===== src/rtl/dual_timer_pkg.sv =====
package dual_timer_pkg;
  // configuration byte bit positions (timer i uses run at 4*i, freeze at 4*i+1)
  localparam int CFG_CASCADE = 7;
  localparam int CFG_GATEMODE = 3;
  localparam logic [7:0] CFG_MASK = 8'hBB;

  localparam logic [2:0] ADDR_CFG = 3'd0;
  localparam logic [2:0] ADDR_REF1 = 3'd1;
  localparam logic [2:0] ADDR_REF2 = 3'd2;
  localparam logic [2:0] ADDR_GATEEN = 3'd3;
  localparam logic [2:0] ADDR_CNT1 = 3'd4;
  localparam logic [2:0] ADDR_CNT2 = 3'd5;

  typedef struct packed {
    logic cascade;
    logic clr1;
    logic inc1;
    logic clr2;
    logic inc2;
  } tmrStrobe_t;
endpackage


===== src/rtl/timer_ctrl.sv =====
module timer_ctrl
  import dual_timer_pkg::*;
#(
  parameter int CNT_W = 16,
  parameter int SYNC_STAGES = 2
) (
  input  logic             clk,
  input  logic             rstN,
  input  logic             gateN,
  input  logic             busWe,
  input  logic [2:0]       busAddr,
  input  logic [CNT_W-1:0] busWdata,
  input  logic [CNT_W-1:0] cnt1,
  input  logic [CNT_W-1:0] cnt2,
  output logic [CNT_W-1:0] busRdata,
  output logic [CNT_W-1:0] ref1,
  output logic [CNT_W-1:0] ref2,
  output logic [7:0]       cfgByte,
  output tmrStrobe_t       strobe
);
  localparam int PAD_W = CNT_W - 8;

  logic [7:0] cfgQ;
  logic [CNT_W-1:0] ref1Q, ref2Q;
  logic [1:0] gateEnQ;
  logic [SYNC_STAGES-1:0] syncQ;
  logic gatePrev, gateOpen, gateRise, gateFall;
  logic [1:0] active, runT, restartT, holdT;

  always_ff @(posedge clk or negedge rstN) begin
    if (!rstN) begin
      cfgQ <= '0;
      ref1Q <= '0;
      ref2Q <= '0;
      gateEnQ <= '0;
    end else if (busWe) begin
      case (busAddr)
        ADDR_CFG:    cfgQ <= busWdata[7:0] & CFG_MASK;
        ADDR_REF1:   ref1Q <= busWdata;
        ADDR_REF2:   ref2Q <= busWdata;
        ADDR_GATEEN: gateEnQ <= busWdata[1:0];
        default: ;
      endcase
    end
  end

  // gate synchronizer and edge tracking
  always_ff @(posedge clk or negedge rstN) begin
    if (!rstN) begin
      syncQ <= '0;
      gatePrev <= 1'b0;
      gateOpen <= 1'b1;
    end else begin
      syncQ <= {syncQ[SYNC_STAGES-2:0], gateN};
      gatePrev <= syncQ[SYNC_STAGES-1];
      if (gateRise) gateOpen <= 1'b0;
      else if (gateFall) gateOpen <= 1'b1;
    end
  end

  assign gateRise = syncQ[SYNC_STAGES-1] & ~gatePrev;
  assign gateFall = ~syncQ[SYNC_STAGES-1] & gatePrev;

  for (genvar i = 0; i < 2; i++) begin : g_tmr
    assign holdT[i] = ~cfgQ[4*i];
    assign active[i] = cfgQ[4*i] & ~cfgQ[4*i+1];
    assign runT[i] = active[i] & (~gateEnQ[i] | gateOpen);
    assign restartT[i] = gateFall & gateEnQ[i] & ~cfgQ[CFG_GATEMODE] & active[i];
  end

  always_comb begin
    strobe.cascade = cfgQ[CFG_CASCADE];
    strobe.clr1 = holdT[0] | restartT[0];
    strobe.inc1 = runT[0];
    strobe.clr2 = holdT[1] | (cfgQ[CFG_CASCADE] ? restartT[0] : restartT[1]);
    strobe.inc2 = cfgQ[CFG_CASCADE] ? runT[0] : runT[1];
  end

  always_comb begin
    case (busAddr)
      ADDR_CFG:    busRdata = {{PAD_W{1'b0}}, cfgQ};
      ADDR_REF1:   busRdata = ref1Q;
      ADDR_REF2:   busRdata = ref2Q;
      ADDR_GATEEN: busRdata = {{(CNT_W-2){1'b0}}, gateEnQ};
      ADDR_CNT1:   busRdata = cnt1;
      ADDR_CNT2:   busRdata = cnt2;
      default:     busRdata = '0;
    endcase
  end

  assign ref1 = ref1Q;
  assign ref2 = ref2Q;
  assign cfgByte = cfgQ;
endmodule


===== src/rtl/timer_dp.sv =====
module timer_dp
  import dual_timer_pkg::*;
#(
  parameter int CNT_W = 16
) (
  input  logic             clk,
  input  logic             rstN,
  input  tmrStrobe_t       strobe,
  input  logic [CNT_W-1:0] ref1,
  input  logic [CNT_W-1:0] ref2,
  output logic [CNT_W-1:0] cnt1,
  output logic [CNT_W-1:0] cnt2,
  output logic             match1,
  output logic             match2
);
  logic hit1, hit2, hitWide, wrap1;

  assign hit1 = (cnt1 == ref1);
  assign hit2 = (cnt2 == ref2);
  assign hitWide = ({cnt2, cnt1} == {ref2, ref1});
  assign wrap1 = &cnt1;

  always_ff @(posedge clk or negedge rstN) begin
    if (!rstN) begin
      cnt1 <= '0;
      cnt2 <= '0;
      match1 <= 1'b0;
      match2 <= 1'b0;
    end else begin
      if (strobe.clr1) cnt1 <= '0;
      else if (strobe.inc1) begin
        if (strobe.cascade ? hitWide : hit1) cnt1 <= '0;
        else cnt1 <= cnt1 + 1'b1;
      end

      if (strobe.clr2) cnt2 <= '0;
      else if (strobe.inc2) begin
        if (strobe.cascade) begin
          if (hitWide) cnt2 <= '0;
          else if (wrap1) cnt2 <= cnt2 + 1'b1;
        end else if (hit2) cnt2 <= '0;
        else cnt2 <= cnt2 + 1'b1;
      end

      match1 <= ~strobe.cascade & ~strobe.clr1 & strobe.inc1 & hit1;
      match2 <= strobe.cascade ? (~strobe.clr1 & strobe.inc1 & hitWide)
                               : (~strobe.clr2 & strobe.inc2 & hit2);
    end
  end
endmodule


===== src/rtl/dual_gated_timer.sv =====
module dual_gated_timer
  import dual_timer_pkg::*;
#(
  parameter int CNT_W = 16,
  parameter int SYNC_STAGES = 2
) (
  input  logic             clk,
  input  logic             rstN,
  input  logic             gateN,
  input  logic             busWe,
  input  logic [2:0]       busAddr,
  input  logic [CNT_W-1:0] busWdata,
  output logic [CNT_W-1:0] busRdata,
  output logic [CNT_W-1:0] count1,
  output logic [CNT_W-1:0] count2,
  output logic             match1,
  output logic             match2
);
  tmrStrobe_t strobe;
  logic [CNT_W-1:0] ref1, ref2;
  logic [7:0] cfgByte;

  timer_ctrl #(.CNT_W(CNT_W), .SYNC_STAGES(SYNC_STAGES)) u_ctrl (
    .clk(clk), .rstN(rstN), .gateN(gateN), .busWe(busWe), .busAddr(busAddr),
    .busWdata(busWdata), .cnt1(count1), .cnt2(count2), .busRdata(busRdata),
    .ref1(ref1), .ref2(ref2), .cfgByte(cfgByte), .strobe(strobe)
  );

  timer_dp #(.CNT_W(CNT_W)) u_dp (
    .clk(clk), .rstN(rstN), .strobe(strobe), .ref1(ref1), .ref2(ref2),
    .cnt1(count1), .cnt2(count2), .match1(match1), .match2(match2)
  );
endmodule


===== config.mk =====
export PLATFORM = sky130hd
export DESIGN_NAME = dual_gated_timer
export DESIGN_NICKNAME = d
export VERILOG_FILES = /design/src/rtl/dual_timer_pkg.sv /design/src/rtl/timer_ctrl.sv /design/src/rtl/timer_dp.sv /design/src/rtl/dual_gated_timer.sv
export SDC_FILE = /design/constraint.sdc
export NUM_CORES = 1
export LEC_CHECK = 0
export CELL_PAD_IN_SITES_DETAIL_PLACEMENT = 0
export CELL_PAD_IN_SITES_GLOBAL_PLACEMENT = 1
export CORE_ASPECT_RATIO = 1.75
export CORE_UTILIZATION = 38
export CTS_BUF_LIST = sky130_fd_sc_hd__clkbuf_8 sky130_fd_sc_hd__clkbuf_16
export CTS_CLUSTER_DIAMETER = 50
export DETAILED_ROUTE_END_ITERATION = 8
export PLACE_DENSITY_LB_ADDON = 0.1
export REMOVE_ABC_BUFFERS = 1
export SYNTH_ARGS = -nofsm -noshare
export SYNTH_HDL_FRONTEND = slang
export SYNTH_SLANG_ARGS = --single-unit

===== constraint.sdc =====
create_clock -name clk -period 3.12 [get_ports clk]
set_input_delay 0.936 -clock clk [delete_from_list [all_inputs] [get_ports clk]]
set_output_delay 0.936 -clock clk [all_outputs]
set_load 0.005 [all_outputs]

* After elaboration in Yosys (flattened, before gate mapping)
Index checks and enable logic that the tools add are counted.
** Storage, ports and cells
- Memory bits (writable) :: 0
- Input bits :: 23
- Flip-flop bits (word level) :: 78
- Latch bits :: 0
- Output and inout bits :: 50
- Memories kept :: 0
- Memory bits (read-only) :: 0
- Logic and storage cells :: 83
** Cells by class
- Mux-type cells :: 16
- Multipliers :: 0
- Equality and inequality tests :: 9
- Add/sub/neg operators :: 2
- Shift operators :: 0
- Div/mod/pow operators :: 0
- Reductions and logical operators :: 10
- $lt $le $gt $ge :: 0
- Bitwise operators :: 35
** Operators with widths (count)
- 2-to-1 mux 16 bit :: 9
- case mux 16 bit (6 select lines) :: 1
- adder 16 x 1 -> 16 bit, second input constant :: 2
- == test 16 bit :: 2
- == test 32 bit :: 1
- AND 1 bit :: 19
- AND reduction 16 bit :: 1
- inverter 1 bit :: 12
- AND reduction 2 bit :: 5
- == test 3 x 2 -> 1 bit, second input constant :: 2
- == test 3 bit, second input constant :: 2
- 2-to-1 mux 1 bit :: 6
- nonzero test 2 bit :: 3
- inequality test 4 x 1 -> 1 bit, second input constant :: 1
- bitwise OR 1 bit :: 4
- == test 3 x 1 -> 1 bit, second input constant :: 1
- logical NOT 3 bit :: 1

* Depth between registers and ports, before layout
- Depth after elaboration :: 11
- Mapped depth :: 9

* By module
A second synthesis with hierarchy kept.
** Unflattened totals
- Cells, all modules :: 454
- Area, all modules :: 4823.4 µm²
** Modules (own cells, without submodules)
- timer_ctrl :: cells an instance 194, area each 2431.1 µm², times used 1
- timer_dp :: cells an instance 260, area each 2392.3 µm², times used 1

* Worst setup path after synthesis
Ideal clock, no wire load.
- Path kind :: input-to-output
- Start point :: input port busAddr[0]
- End point :: output port busRdata[15]
- Path buffers :: 3
- Arrival time :: 2258 ps
- Setup slack :: -74 ps
- Stages on the path :: 7
- Required time :: 2184 ps
- Cells stage by stage :: clkbuf_1 -> buf_1 -> clkbuf_1 -> nand2_1 -> o21ai_0 -> a22oi_1 -> o21ai_0
** On the way
- Longest elaborated chain between the ends :: 2
- Elaborated cells on any way between the ends :: 7
** Ends and longest elaborated chain
- start: declaration :: line dual_gated_timer.sv:11 : input logic [2:0] busAddr,
- == test 3 bit, or another cell as far along :: line timer_ctrl.sv:80 : case (busAddr)
- case mux 16 bit (6 select lines) * :: line timer_ctrl.sv:80
- end: declaration :: line dual_gated_timer.sv:13 : output logic [CNT_W-1:0] busRdata,
Every way passes the cells marked *; elsewhere a longest branch is shown, timed or not.

* Worst setup path after layout
- Start point :: input port busAddr[1]
- End point :: output port busRdata[12]
Same word-level chain as after synthesis.

==> results.toml <==
[yosys]
ys_ff_latch = 78
netlist_area_mm2 = 0.00468
seq_area_frac_synth_pct = 41.7
yosys.cell_types.count = 49
yosys-top-cells-count = "dfrtp_1 (77), mux2_2 (47), nand2_1 (40)"
yosysMostFrequentCell = "dfrtp_1"
synth_area_leaders = "dfrtp_1 (41%), mux2_2 (11%), xnor2_1 (5.6%)"
synthArstFlopShare_pct = 100
ys_warn_count = 0
yosysTopAreaCellShare_pct = 41.2
syn_avg_cell_area_um2 = 9.87
synthFlopType = "dfrtp_1"
synth-edff-count = 0
synth.largest_area_cell = "dfrtp_1"
syn_inst = 474

[route]
wl_per_cell_um = 19.7
vias = 4024
ant_nets = 0
drt_first_pass_iters = 7
viasPerCell = 5.44
initialDrtViolationCount = 207
drc_errors = 0
drt-total-wl_mm = 14.6

[worst_setup_path]
slowest_stage = "dlygate4sd2_1"
cpPeakStageDelay_ps = 260
startpoint = "busAddr[1]"
cp-end-kind = "output pin"
critical_path.most_common_cell = "buf_4"
r2r_cells = 7
cp.arrival_ps = 2160
worstPathMaxFanout = 4
worstSetupStartpointType = "input pin"
r2r_start = "u_dp.cnt1[0]"
crit_required_ps = 2180
path_class = "in -> out"
crit_chain = "clkdlybuf4s15_2 -> nand2b_1 -> nor2_4 -> buf_6 -> buf_4 -> buf_4 -> nand2_1 -> o21ai_0 -> dlygate4sd2_1"

[die]
die_area_mm2 = 0.0128
coreArea_mm2 = 0.0120
rows = 53
ioPinCount = 73
fp.dieH_um = 149
dieWidth_um = 85.9
start_util_pct = 39.0

[power_and_ir_drop]
p_per_area_mw_per_mm2 = 525
seq_power_share_pct = 40.9
combPwrFrac_pct = 26.5
leakagePower_uw = 0.00252
ir_worst_vdd_mv = 0.343
p_sw_uw = 1040
clock_power_share_pct = 32.6
swShare_pct = 32.2
internal_power_uw = 2190

[cells_and_area]
fin_area_mm2 = 0.00616
syn2layout_area_growth_pct = 31.7
n_antenna_cell = 0
fill_cells = 1153
drive_gt1_share_pct = 22.6
nets = 597

[sta]
hold_viol = 0
rsz0062_at_grt = "yes"
fin_ws_ps = 27.2
fin_worst_skew_ps = 7.31
finalMaxSlewViolations = 0
max_freq_mhz = 323
final.period_utilization_pct = 99.1
slew_headroom_pct = 24.5
tightestPinTransition_ps = 1130
layout_min_cycle_time_ps = 3090
setup_viol = 0

[grt]
grt_pass1_wl_mm = 22.9
gr-total-overflow = 0
antenna_found_initial = 0
grt_max_degree = 79
grt_pass1_vias = 4164
grt.total_usage_pct = 24.1

[placement]
dp_hpwl_mm = 11.0
pre_cts_slack_ps = -713
placed_area_mm2 = 0.00577
gp_congestion = 0.840
portBuffers = 72

[worst_hold_path]
min_path_type = "reg -> reg"
hold_start = "u_ctrl.syncQ[0]"
hold_depth = 0

[outcome]
outcome = "complete, no violations"

[cts]
cts.clk_slew.worst_paths_ps = 60
cts-root-buf = "clkbuf_16"
htreeDepth = 3
clkSinkCount = 78
clkLatencyLatePin_ps = 340
ctsLongestPathBuffers = 2
cts_buffers = 9
cts_tree = "yes"

[job]
drv_cap = 0
==> per-layer routing <==
metal	GRT usage, %	vias to the layer above	share of wire [%]
li1	-	1909	-
met1	27.9	2004	40
met2	44.1	86	54
met3	3.10	25	2.8
met4	9.92	0	3.0
met5	0	-	0
==> repair_timing <==
| item | 4_1_cts | 5_1_grt |
|---|---|---|
| gates resized for setup | 49 | 3 |
| hold buffers | 0 | 0 |
| buffers inserted | 7 | 0 |
| endpoints found under the setup margin | 16 | 3 |
| cloned | 1 | 0 |
| pin swaps | 4 | 0 |
==> sequential cells by signal (all words and copies together), names as in the netlist <==
name	flops
u_dp.match2	1
u_dp.cnt2	16
u_ctrl.gatePrev	1
u_dp.cnt1	16
u_dp.match1	1
u_ctrl.ref2	16
u_ctrl.gateEnQ	2
u_ctrl.syncQ	2
u_ctrl.ref1	16
u_ctrl.cfgByte	6
u_ctrl.gateOpen	1
==> through the flow <==
step / hold WS (ps) / instances / power [uW] / TNS (ps) / utilization, %
global placement: 337 / 716 / 2180 / -10110 / 48.0
floorplan: 331 / 443 / 1760 / 0 / -
finish: 354 / 740 / 3240 / 0 / 51.4
detailed placement: 345 / 716 / 2200 / -10160 / 48.0
CTS: 359 / 740 / 3260 / 0 / 51.2
global route: 368 / 740 / 3400 / -21.2 / 51.4
==> worst max-delay path, delay by kind of cell <==
family | cells | cell delay [ps]
buf+inv | 5 | 890
compound gates | 1 | 70
simple gates | 3 | 260
==> layout by cell type, fill, tap and decap left out, drive strengths merged, types with 18 or more instances in the layout <==
cell type      synthesis  final
nor2                  18     18
a21oi                 18     18
xnor2                 32     32
clkdlybuf4s50          0     52
o21ai                 30     30
buf                   14     47
mux2                  47     47
nand3                 35     35
dfrtp                 77     77
nand2                 40     40
==> logic make-up after synthesis <==
logic type | Yosys count | synth area share (%)
AOI/OAI and AO/OA | 96 | 13.3
xor gates and xnor gates | 32 | 6.31
adders and majority gates | 4 | 1.07
buffers and inverters | 45 | 4.54
DFF | 78 | 41.7
muxes | 64 | 15.5
and+or+nand+nor | 155 | 17.6
==> power by group through the flow <==
| stage | Sequential [uW] | Combinational (uW) | Clock (uW) |
|---|---|---|---|
| 2_1_floorplan | 1290 | 473 | 0 |
| 3_3_place_gp | 1330 | 851 | 0 |
| 3_5_place_dp | 1340 | 859 | 0 |
| 4_1_cts | 1320 | 864 | 1070 |
| 5_1_grt | 1350 | 931 | 1120 |
| 6_report | 1320 | 859 | 1050 |
==> final timing paths <==
path	end	slack (ps)
max	busRdata[12]	30
min	u_ctrl.syncQ[1]	350
max reg2reg	u_dp.cnt2[12]	420
min reg2reg	u_ctrl.syncQ[1]	350
max in group asynchronous	u_ctrl.gateOpen	2140
min in group asynchronous	u_dp.cnt2[3]	600
==> cell type report <==
cell class	instances	area, um2	share of cell area [%]
inverter	14	52.6	0.852
clock buffer	9	225	3.65
tap	165	206	3.35
sequential	78	1950	31.7
clock inverter	7	71.3	1.16
timing repair buffer	116	1120	18.1
multi-input combinational	351	2540	41.2
Power figures use the tool's default switching activity.
